File: config.mk
export PLATFORM = sky130hd
export DESIGN_NAME = pm_event_block
export DESIGN_NICKNAME = d
export VERILOG_FILES = /design/src/rtl/pm_evt_pkg.sv /design/src/rtl/pm_tick_timer.sv /design/src/rtl/pm_ctl_reg.sv /design/src/rtl/pm_sleep_decode.sv /design/src/rtl/pm_event_block.sv
export SDC_FILE = /design/constraint.sdc
export NUM_CORES = 1
export LEC_CHECK = 0
export BUFFER_PORTS_ARGS = -buffer_cell sky130_fd_sc_hd__buf_2
export CAP_MARGIN = 20
export CORE_MARGIN = 10
export CORE_UTILIZATION = 45
export CTS_CLUSTER_DIAMETER = 50
export DETAILED_ROUTE_END_ITERATION = 8
export GPL_ROUTABILITY_DRIVEN = 1
export PLACE_DENSITY = 0.8
export SLEW_MARGIN = 20
export SYNTH_ARGS = -nofsm -noshare
export SYNTH_HDL_FRONTEND = slang
export SYNTH_SLANG_ARGS = --single-unit
export TNS_END_PERCENT = 1
File: constraint.sdc
create_clock -name clk -period 2.5 [get_ports clk]
set_clock_uncertainty 0.05 [all_clocks]
set_input_delay 0 -clock clk [delete_from_list [all_inputs] [get_ports clk]]
set_output_delay 0 -clock clk [all_outputs]
set_load 0.02 [all_outputs]
File: src/rtl/pm_evt_pkg.sv
package pm_evt_pkg;
  localparam int REG_W = 16;

  // register byte offsets
  localparam int OFS_STS = 'h00;
  localparam int OFS_EN  = 'h02;
  localparam int OFS_CTL = 'h04;
  localparam int OFS_TMR = 'h08;

  // bit positions shared by status and enable
  localparam int B_TMR  = 0;
  localparam int B_GBL  = 5;
  localparam int B_BTN  = 8;
  localparam int B_RTC  = 10;
  localparam int B_WAK  = 15;

  // control word fields
  localparam int B_SCI_ON = 0;
  localparam int B_SLP_GO = 13;
  localparam int SLP_TYP_LO = 10;

  localparam logic [7:0] APM_SCI_ON  = 8'hF1;
  localparam logic [7:0] APM_SCI_OFF = 8'hF0;

  typedef enum logic [2:0] {
    SLP_POWER_OFF   = 3'd0,
    SLP_FAKE_RESUME = 3'd1
  } slp_typ_e;

  // status bits that have storage
  function automatic logic [REG_W-1:0] sts_impl_mask();
    logic [REG_W-1:0] m;
    m = '0;
    m[B_TMR] = 1'b1;
    m[B_BTN] = 1'b1;
    m[B_WAK] = 1'b1;
    return m;
  endfunction

  // event bits that can raise the interrupt
  function automatic logic [REG_W-1:0] sci_src_mask();
    logic [REG_W-1:0] m;
    m = '0;
    m[B_TMR] = 1'b1;
    m[B_GBL] = 1'b1;
    m[B_BTN] = 1'b1;
    m[B_RTC] = 1'b1;
    return m;
  endfunction

  function automatic logic sci_level(input logic [REG_W-1:0] sts,
                                     input logic [REG_W-1:0] en);
    return |(sts & en & sci_src_mask());
  endfunction
endpackage

File: src/rtl/pm_tick_timer.sv
module pm_tick_timer #(
  parameter int TMR_W = 24
) (
  input  logic             clk,
  input  logic             rst_n,
  input  logic             tick_en,
  input  logic             rearm,
  output logic [TMR_W-1:0] count,
  output logic             hit
);
  localparam int LOW_W = TMR_W - 1;

  logic tgt_msb;

  // next half-range boundary above a count: only its top bit differs
  function automatic logic next_tgt_msb(input logic [TMR_W-1:0] c);
    return ~c[TMR_W-1];
  endfunction

  always_ff @(posedge clk or negedge rst_n) begin
    if (!rst_n) begin
      count <= '0;
    end else if (tick_en) begin
      count <= count + TMR_W'(1);
    end
  end

  always_ff @(posedge clk or negedge rst_n) begin
    if (!rst_n) begin
      tgt_msb <= 1'b1;
    end else if (rearm) begin
      tgt_msb <= next_tgt_msb(count);
    end
  end

  assign hit = (count[LOW_W-1:0] == '0) && (count[TMR_W-1] == tgt_msb);
endmodule

File: src/rtl/pm_ctl_reg.sv
module pm_ctl_reg
  import pm_evt_pkg::*;
(
  input  logic             clk,
  input  logic             rst_n,
  input  logic             wr_ctl,
  input  logic [REG_W-1:0] wdata,
  input  logic             apm_vld,
  input  logic [7:0]       apm_cmd,
  output logic [REG_W-1:0] ctl_q
);
  logic [REG_W-1:0] ctl_d;
  logic [REG_W-1:0] keep_mask;

  always_comb begin
    keep_mask = '1;
    keep_mask[B_SLP_GO] = 1'b0;
    ctl_d = wr_ctl ? (wdata & keep_mask) : ctl_q;
    if (apm_vld && apm_cmd == APM_SCI_ON) begin
      ctl_d[B_SCI_ON] = 1'b1;
    end else if (apm_vld && apm_cmd == APM_SCI_OFF) begin
      ctl_d[B_SCI_ON] = 1'b0;
    end
  end

  always_ff @(posedge clk or negedge rst_n) begin
    if (!rst_n) begin
      ctl_q <= '0;
    end else begin
      ctl_q <= ctl_d;
    end
  end
endmodule

File: src/rtl/pm_sleep_decode.sv
module pm_sleep_decode
  import pm_evt_pkg::*;
(
  input  logic     clk,
  input  logic     rst_n,
  input  logic     go,
  input  slp_typ_e typ,
  output logic     fake_resume,
  output logic     shutdown_req,
  output logic     reset_req
);
  logic go_off;

  assign go_off      = go && (typ == SLP_POWER_OFF);
  assign fake_resume = go && (typ == SLP_FAKE_RESUME);

  always_ff @(posedge clk or negedge rst_n) begin
    if (!rst_n) begin
      shutdown_req <= 1'b0;
      reset_req    <= 1'b0;
    end else begin
      shutdown_req <= go_off;
      reset_req    <= fake_resume;
    end
  end
endmodule

File: src/rtl/pm_event_block.sv
module pm_event_block
  import pm_evt_pkg::*;
#(
  parameter int TMR_W  = 24,
  parameter int ADDR_W = 4,
  parameter int DATA_W = 32
) (
  input  logic              clk,
  input  logic              rst_n,
  input  logic              tick_en,
  input  logic              reg_wr,
  input  logic [ADDR_W-1:0] reg_addr,
  input  logic [REG_W-1:0]  reg_wdata,
  output logic [DATA_W-1:0] reg_rdata,
  input  logic              pwr_btn_evt,
  input  logic              apm_cmd_vld,
  input  logic [7:0]        apm_cmd,
  output logic              sci_out,
  output logic              shutdown_req,
  output logic              reset_req
);
  localparam logic [ADDR_W-1:0] A_STS = ADDR_W'(OFS_STS);
  localparam logic [ADDR_W-1:0] A_EN  = ADDR_W'(OFS_EN);
  localparam logic [ADDR_W-1:0] A_CTL = ADDR_W'(OFS_CTL);
  localparam logic [ADDR_W-1:0] A_TMR = ADDR_W'(OFS_TMR);

  // named internal events
  logic             wr_sts, wr_en, wr_ctl;
  logic [REG_W-1:0] w1c;
  logic             tmr_rearm;
  logic             tmr_hit;
  logic             slp_go;
  slp_typ_e         slp_typ;
  logic             fake_resume;
  logic             btn_take;
  logic [REG_W-1:0] sts_set;

  logic [REG_W-1:0] sts_q, en_q, ctl_q;
  logic [TMR_W-1:0] tmr_count;

  assign wr_sts = reg_wr && (reg_addr == A_STS);
  assign wr_en  = reg_wr && (reg_addr == A_EN);
  assign wr_ctl = reg_wr && (reg_addr == A_CTL);

  assign w1c       = wr_sts ? reg_wdata : '0;
  assign tmr_rearm = sts_q[B_TMR] && w1c[B_TMR];
  assign slp_go    = wr_ctl && reg_wdata[B_SLP_GO];
  assign slp_typ   = slp_typ_e'(reg_wdata[SLP_TYP_LO +: 3]);
  assign btn_take  = pwr_btn_evt && en_q[B_BTN];

  pm_tick_timer #(.TMR_W(TMR_W)) u_tmr (
    .clk     (clk),
    .rst_n   (rst_n),
    .tick_en (tick_en),
    .rearm   (tmr_rearm),
    .count   (tmr_count),
    .hit     (tmr_hit)
  );

  pm_ctl_reg u_ctl (
    .clk     (clk),
    .rst_n   (rst_n),
    .wr_ctl  (wr_ctl),
    .wdata   (reg_wdata),
    .apm_vld (apm_cmd_vld),
    .apm_cmd (apm_cmd),
    .ctl_q   (ctl_q)
  );

  pm_sleep_decode u_slp (
    .clk          (clk),
    .rst_n        (rst_n),
    .go           (slp_go),
    .typ          (slp_typ),
    .fake_resume  (fake_resume),
    .shutdown_req (shutdown_req),
    .reset_req    (reset_req)
  );

  // status: sets win over write-one-to-clear
  always_comb begin
    sts_set = '0;
    sts_set[B_TMR] = tmr_hit && !tmr_rearm;
    sts_set[B_BTN] = fake_resume || btn_take;
    sts_set[B_WAK] = fake_resume;
  end

  always_ff @(posedge clk or negedge rst_n) begin
    if (!rst_n) begin
      sts_q <= '0;
    end else begin
      sts_q <= ((sts_q & ~w1c) | sts_set) & sts_impl_mask();
    end
  end

  always_ff @(posedge clk or negedge rst_n) begin
    if (!rst_n) begin
      en_q <= '0;
    end else if (wr_en) begin
      en_q <= reg_wdata;
    end
  end

  assign sci_out = sci_level(sts_q, en_q);

  always_comb begin
    case (reg_addr)
      A_STS:   reg_rdata = DATA_W'(sts_q);
      A_EN:    reg_rdata = DATA_W'(en_q);
      A_CTL:   reg_rdata = DATA_W'(ctl_q);
      A_TMR:   reg_rdata = DATA_W'(tmr_count);
      default: reg_rdata = '0;
    endcase
  end
endmodule

==> results of run 1 <==
## cell families (layout without fill, tap and decap cells)
| group | Yosys count | count (layout) | share of synthesized area, % |
|---|---|---|---|
| adder cells (fa/ha/maj) | 2 | 2 | 0.827 |
| XOR/XNOR | 24 | 24 | 6.94 |
| AO/OA/AOI/OAI | 22 | 22 | 6.49 |
| other | 1 | 9 | 0.124 |
| buffers and inverters | 36 | 123 | 5.99 |
| flip-flops | 61 | 61 | 50.5 |
| multiplexers | 30 | 30 | 12.4 |
| AND/OR/NAND/NOR | 86 | 86 | 16.7 |
## final cells by class
class	instances	area share, %
Antenna cell	1	0.0653
Clock buffer	11	3.95
Clock inverter	4	1.24
Inverter	17	1.66
Multi-Input combinational cell	172	35.3
Sequential cell	61	39.8
Tap cell	77	2.51
Timing Repair Buffer	91	15.5
## critical path: cells and delay by family
kind | cells | cell delay (ps)
buffers and inverters | 3 | 1270
AND/OR/NAND/NOR | 4 | 810
## metal layers
layer  up-vias  track usage, %
met5         -               0
met4         0            7.70
met3        14            4.18
met2       109            23.5
met1      1162            18.0
li1       1102               -
## through the flow
step	instances	utilization [%]	worst slack, ps	instance area [um^2]
5_1_grt	434	59.4	577	3830
4_1_cts	433	59.3	709	3830
2_1_floorplan	269	-	937	3050
3_5_place_dp	394	52.5	776	3390
3_3_place_gp	394	52.5	846	3390
6_report	434	59.4	643	3830
## where the power goes
group / internal, W / total [W] / leakage, nW / switching [W]
sequential: 0.00118 / 0.00136 / 0.777 / 0.000182
combinational: 0.000261 / 0.000490 / 1.09 / 0.000229
clock: 0.000505 / 0.000878 / 0.101 / 0.000373
## Yosys cell counts (2+ instances only)
master	number	area [um^2]
nor4b_1	2	17.5
buf_6	2	22.5
xor2_1	7	61.3
nor2_1	8	30.0
nor4b_4	2	47.6
and2_1	9	56.3
nand2b_1	2	12.5
clkbuf_1	7	26.3
nand3_1	12	60.1
inv_1	17	63.8
mux2_1	9	101
o21ai_0	3	15.0
buf_4	8	60.1
dfrtp_1	60	1500
ha_1	2	25.0
a222oi_1	15	150
mux2_2	11	124
nor4_1	6	37.5
nand2_1	22	82.6
nor3_1	2	10.0
mux2_4	10	150
xnor2_1	17	149
a22o_1	2	17.5
nand2_2	2	12.5
nand4_1	13	81.3
## sequential cells by signal (all words and copies together), names as in the netlist
name,cells
en_q,16
u_slp.shutdown_req,1
u_ctl.ctl_q,15
u_slp.reset_req,1
u_tmr.count,24
sts_q,3
u_tmr.tgt_msb,1
## worst max-delay path by stage
stage	start	end	slack [ps]	depth (start not counted)
final	reg_wr	sts_q[8]	640	7
after CTS	reg_wr	sts_q[8]	710	7
after global routing	reg_wr	sts_q[8]	580	7
after floorplan	u_tmr.count[7]	u_tmr.count[23]	940	5
after global placement	reg_addr[2]	reg_rdata[7]	850	5
after detailed placement	u_tmr.count[7]	u_tmr.count[23]	780	4
## what timing repair did
| item | 4_1_cts | 5_1_grt |
|---|---|---|
| setup endpoints to repair | 0 | 0 |
| endpoints found under the hold margin | 70 | 0 |
| gates resized for setup | 0 | 0 |
| hold buffers | 24 | 0 |
==> summary.md, run 1 <==
| Metric | Value |
|---|---|
| Status | `completed` |
| Fin Setup TNS | `0 ps` |
| Pwr/cell area | `712 mW/mm^2` |
| Final-layout fill cell count | `502` |
| Detail Route Antenna Nets | `0` |
| Wire length on met1 | `3100 um` |
| Seq/Total Area, Yosys | `50.5%` |
| Hold Path Stages | `5` |
| Share of layout cells above drive strength 1 | `31.5%` |
| Crit-path cells | `dlygate4sd3_1 > buf_2 > nand2_1 > nor4b_1 > nand2_1 > nand3_1 > dlygate4sd3_1` |
| R2R depth | `4` |
| R2R Path End | `u_tmr.count[23]` |
| Multi-input logic area | `0.00135 mm^2` |
| Reg clk slew, reported paths | `70 ps` |
| Pin count of the biggest net entering global routing | `32` |
| GR Overflow Total | `0` |
| WL met2 | `3720 um` |
| Worst vdd ir | `0.550 mV` |
| Ys async rst share | `100%` |
| Register Area | `0.00153 mm^2` |
| Post-CTS Setup Bufs | `0` |
| Worst rel slew slack | `32.0%` |
| WL final | `7640 um` |
| WL met3 | `646 um` |
| Max Used Layer | `met4` |
| H-tree depth | `3` |
| Num Clock Sinks | `61` |
| Ys flop type | `dfrtp_1` |
| Synthesized flop and latch total | `61` |
| Drt drc | `0` |
| Tmin final | `1860 ps` |
| Req. time, crit path | `2720 ps` |
| Final Power | `0.00273 W` |
| Gr usage total | `14.8%` |
| Routed wire length per instance | `17.6 um` |
| Crit Path Class | `in -> reg` |
| NumNets Final | `388` |
| Tcrit/Tclk final | `74.3%` |
| Largest stage delay on the critical path | `540 ps` |
| Max cap viols | `0` |
| CP max stage cell | `dlygate4sd3_1` |
| Core area | `0.00646 mm^2` |
| CTS Buf Count | `9` |
| Number of cell rows | `29` |
| Slew of the pin with the lowest slew margin | `1020 ps` |
| Ports | `69` |
| Hold Path End | `u_tmr.tgt_msb` |
| Post-DP HPWL | `5390 um` |
| Area Growth Syn to Fin | `26.7%` |
| Fmax achieved | `538 MHz` |
| Unrepaired setup endpoints after global routing | `no` |
| Vias in the first global route | `2554` |
| Max clock buf depth | `2` |
| Final hold vios | `0` |
| Avg Cell Area, Syn | `11.6 um^2` |
| Worst setup SP type | `input pin` |
| Via count of the routed design | `2387` |
| CTS Root Buffer Type | `clkbuf_8` |
| Critical Path AT | `2080 ps` |
| EDFF count, synth | `0` |
| Die area | `0.0104 mm^2` |
| Initial Utilization | `46.9%` |
| Hold slack | `173 ps` |
| Number of vias per cell | `5.50` |
| Max Slew Vio Count | `0` |
| Cells after Synth | `262` |
| Detailed Routing Iterations Pass 1 | `6` |
| Crit-path max FO | `8` |
| CTS tree | `done` |
| First-pass GRT wire length | `12400 um` |
| Worst-skew pair later-pin latency | `330 ps` |
| Port Buffers | `60` |
| Worst hold path type | `in -> reg` |
| GP Congestion | `0.836` |
| Initial antenna violation count | `1` |
| Yosys warns | `0` |
| R2R setup slack | `730 ps` |
| Endpoints failing setup | `0` |
| Hold path start | `reg_addr[1]` |
| Static Leak | `1.97 nW` |
| DRT iter0 DRCs | `239` |
| Die width | `102 um` |
| Die H | `102 um` |
| Mapped cell area | `0.00303 mm^2` |
| CP Capture Type | `register` |
| Most frequent cells in the layout | `dfrtp_1 (60), buf_2 (60), dlygate4sd3_1 (24)` |
| R2R Path Start | `u_tmr.count[7]` |
| Yosys cell types | `37` |
Note: power is estimated with default switching activity, not from simulation.
==> inputs of run 2 (changes only) <==
- clock period: 2.5 -> 1.75 ns (I/O delays scaled with it)
==> run 2 against run 1 <==
Effect of this change:
- wire length up 8.2%
- largest cell class unchanged
- setup slack worse by 540 ps
- first-iteration DRC count down 29%
- core utilization up 0.50 points
- register-to-register slack worse by 590 ps
- critical path type unchanged
==> summary.md, run 2 (synthesis gave the netlist of run 1 again) <==
| Metric | Value |
|---|---|
| Status | `completed (unchanged)` |
| Fmax achieved | `606 MHz` |
| CTS Buf Count | `9 (unchanged)` |
| Max cap viols | `0 (unchanged)` |
| Register Area | `0.00153 mm^2 (unchanged)` |
| R2R Path Start | `u_tmr.count[8] (was u_tmr.count[7])` |
| Vias in the first global route | `2624 (was 2554)` |
| Port Buffers | `60 (unchanged)` |
| GP Congestion | `0.845 (was 0.836)` |
| R2R setup slack | `140 ps (was 730 ps)` |
| CP Capture Type | `register (unchanged)` |
| Combinational power share | `20.5% (was 17.9%)` |
| Routed wire length per instance | `18.8 um (was 17.6 um)` |
| GR Overflow Total | `0 (unchanged)` |
| H-tree depth | `3 (unchanged)` |
| Number of vias per cell | `5.57 (was 5.50)` |
| R2R Path End | `u_tmr.count[17] (was u_tmr.count[23])` |
| R2R depth | `5 (was 4)` |
| NumNets Final | `393 (was 388)` |
| Share of layout cells above drive strength 1 | `32.6% (was 31.5%)` |
| Most frequent cells in the layout | `dfrtp_1 (60), buf_2 (60), dlygate4sd3_1 (24) (unchanged)` |
| Slew of the pin with the lowest slew margin | `573 ps (was 1020 ps)` |
| Biggest register | `u_tmr.count (unchanged)` |
| CTS tree | `done (unchanged)` |
| Reg clk slew, reported paths | `70 ps (about the same)` |
| Drt drc | `0 (unchanged)` |
| Clk pwr share | `29.6% (was 32.2%)` |
| Fin Setup TNS | `0 ps (unchanged)` |
| WL final | `8260 um (was 7640 um)` |
| Number of cell rows | `29 (unchanged)` |
| Crit Path Class | `in -> reg (unchanged)` |
| Worst setup SP type | `input pin (unchanged)` |
| Switch share | `30.3% (was 28.7%)` |
| Share of power burned in registers | `50.0% (was 49.9%)` |
| Die width | `102 um (unchanged)` |
| Worst-skew pair later-pin latency | `340 ps (was 330 ps)` |
| Pwr/cell area | `991 mW/mm^2 (was 712 mW/mm^2)` |
| Psw | `0.00116 W (was 0.000784 W)` |
| Post-CTS Setup Bufs | `0 (unchanged)` |
| Worst vdd ir | `0.681 mV (was 0.550 mV)` |
| Critical Path AT | `1880 ps (was 2080 ps)` |
| Biggest regs | `u_tmr.count x24, en_q x16, u_ctl.ctl_q x15 (unchanged)` |
| Final hold vios | `0 (unchanged)` |
| Max Slew Vio Count | `0 (unchanged)` |
| Antenna diodes | `0 (was 1)` |
| Initial antenna violation count | `0 (was 1)` |
| Die H | `102 um (unchanged)` |
| Die area | `0.0104 mm^2 (unchanged)` |
| Req. time, crit path | `1980 ps (was 2720 ps)` |
| Via count of the routed design | `2447 (was 2387)` |
| DRT iter0 DRCs | `169 (was 239)` |
| Final-layout fill cell count | `500 (was 502)` |
| Detailed Routing Iterations Pass 1 | `5 (was 6)` |
| Core area | `0.00646 mm^2 (unchanged)` |
| Gr usage total | `16.1% (was 14.8%)` |
| Post-DP HPWL | `5610 um (was 5390 um)` |
| First-pass GRT wire length | `13100 um (was 12400 um)` |
| Multi-input logic area | `0.00136 mm^2 (was 0.00135 mm^2)` |
| Worst hold path type | `in -> async (was in -> reg)` |
| Tmin final | `1650 ps` |
| Tcrit/Tclk final | `94.3%` |
| Pin count of the biggest net entering global routing | `39 (was 32)` |
| CTS Root Buffer Type | `clkbuf_8 (unchanged)` |
| Unrepaired setup endpoints after global routing | `no (unchanged)` |
| Crit path from | `reg_wr (unchanged)` |
| Static Leak | `1.99 nW (was 1.97 nW)` |
| Max FFs per register | `24 (unchanged)` |
| Hold slack | `147 ps (was 173 ps)` |
| Area Growth Syn to Fin | `27.8% (was 26.7%)` |
| Detail Route Antenna Nets | `0 (unchanged)` |
| Internal cell power | `0.00267 W (was 0.00194 W)` |
| Endpoints failing setup | `0 (unchanged)` |
| Ports | `69 (unchanged)` |
| Critical path destination | `sts_q[8] (unchanged)` |
| Initial Utilization | `46.9% (unchanged)` |
| Crit-path max FO | `8 (unchanged)` |
| Max clock buf depth | `2 (unchanged)` |
| Worst rel slew slack | `61.8% (was 32.0%)` |
| Num Clock Sinks | `61 (unchanged)` |
run 2: what timing repair did:
action                                  CTS  global route
endpoints found under the setup margin    0             2
hold endpoints to repair                 64             0
gates resized for setup                   0             1
hold buffers                             24             0
run 2: power groups by stage:
stage / clock [W] / sequential, W / combinational (W)
final: 0.00113 / 0.00192 / 0.000784
after global routing: 0.00119 / 0.00195 / 0.000857
after CTS: 0.00114 / 0.00190 / 0.000782
after detailed placement: 0 / 0.00192 / 0.000734
after global placement: 0 / 0.00191 / 0.000699
after floorplan: 0 / 0.00186 / 0.000492
run 2: through the flow:
step / utilization, % / cell area [um^2] / power, W / setup slack (ps) / cells
floorplan: - / 3050 / 0.00235 / 187 / 269
global placement: 53.3 / 3440 / 0.00261 / 237 / 399
detailed placement: 53.3 / 3440 / 0.00266 / 172 / 399
CTS: 59.8 / 3860 / 0.00383 / 55.6 / 439
global route: 59.9 / 3870 / 0.00399 / 18.8 / 439
finish: 59.9 / 3870 / 0.00383 / 100 / 439
run 2: how the worst min path moves through the flow:
stage                          to  slack (ps)  cells after the start
3_5_place_dp      u_slp.reset_req         -20                      1
6_report          u_slp.reset_req         150                      2
2_1_floorplan             en_q[0]        -350                      0
4_1_cts        u_slp.shutdown_req         150                      2
3_3_place_gp   u_slp.shutdown_req         -30                      1
5_1_grt                 sts_q[15]         200                      2
run 2: routing by layer:
| layer | vias up | GRT usage [%] | part of all wire (%) |
|---|---|---|---|
| met5 | - | 0 | 0 |
| met4 | 0 | 7.92 | 2.7 |
| met1 | 1199 | 18.6 | 41 |
| li1 | 1114 | - | - |
| met3 | 21 | 4.25 | 7.6 |
| met2 | 113 | 27.3 | 49 |
run 2: critical path, cell delays in order:
cell           delay [ps]
dlygate4sd3_1         530
buf_2                 210
nand2_1                90
nor4b_2               280
nand2_1               140
nand3_1                90
dlygate4sd3_1         540
run 2: final cells by class:
cell class / count / area share, %
Clock buffer: 12 / 4.01
Tap cell: 77 / 2.49
Sequential cell: 61 / 39.5
Clock inverter: 4 / 0.582
Timing Repair Buffer: 96 / 16.6
Multi-Input combinational cell: 172 / 35.1
Inverter: 17 / 1.65
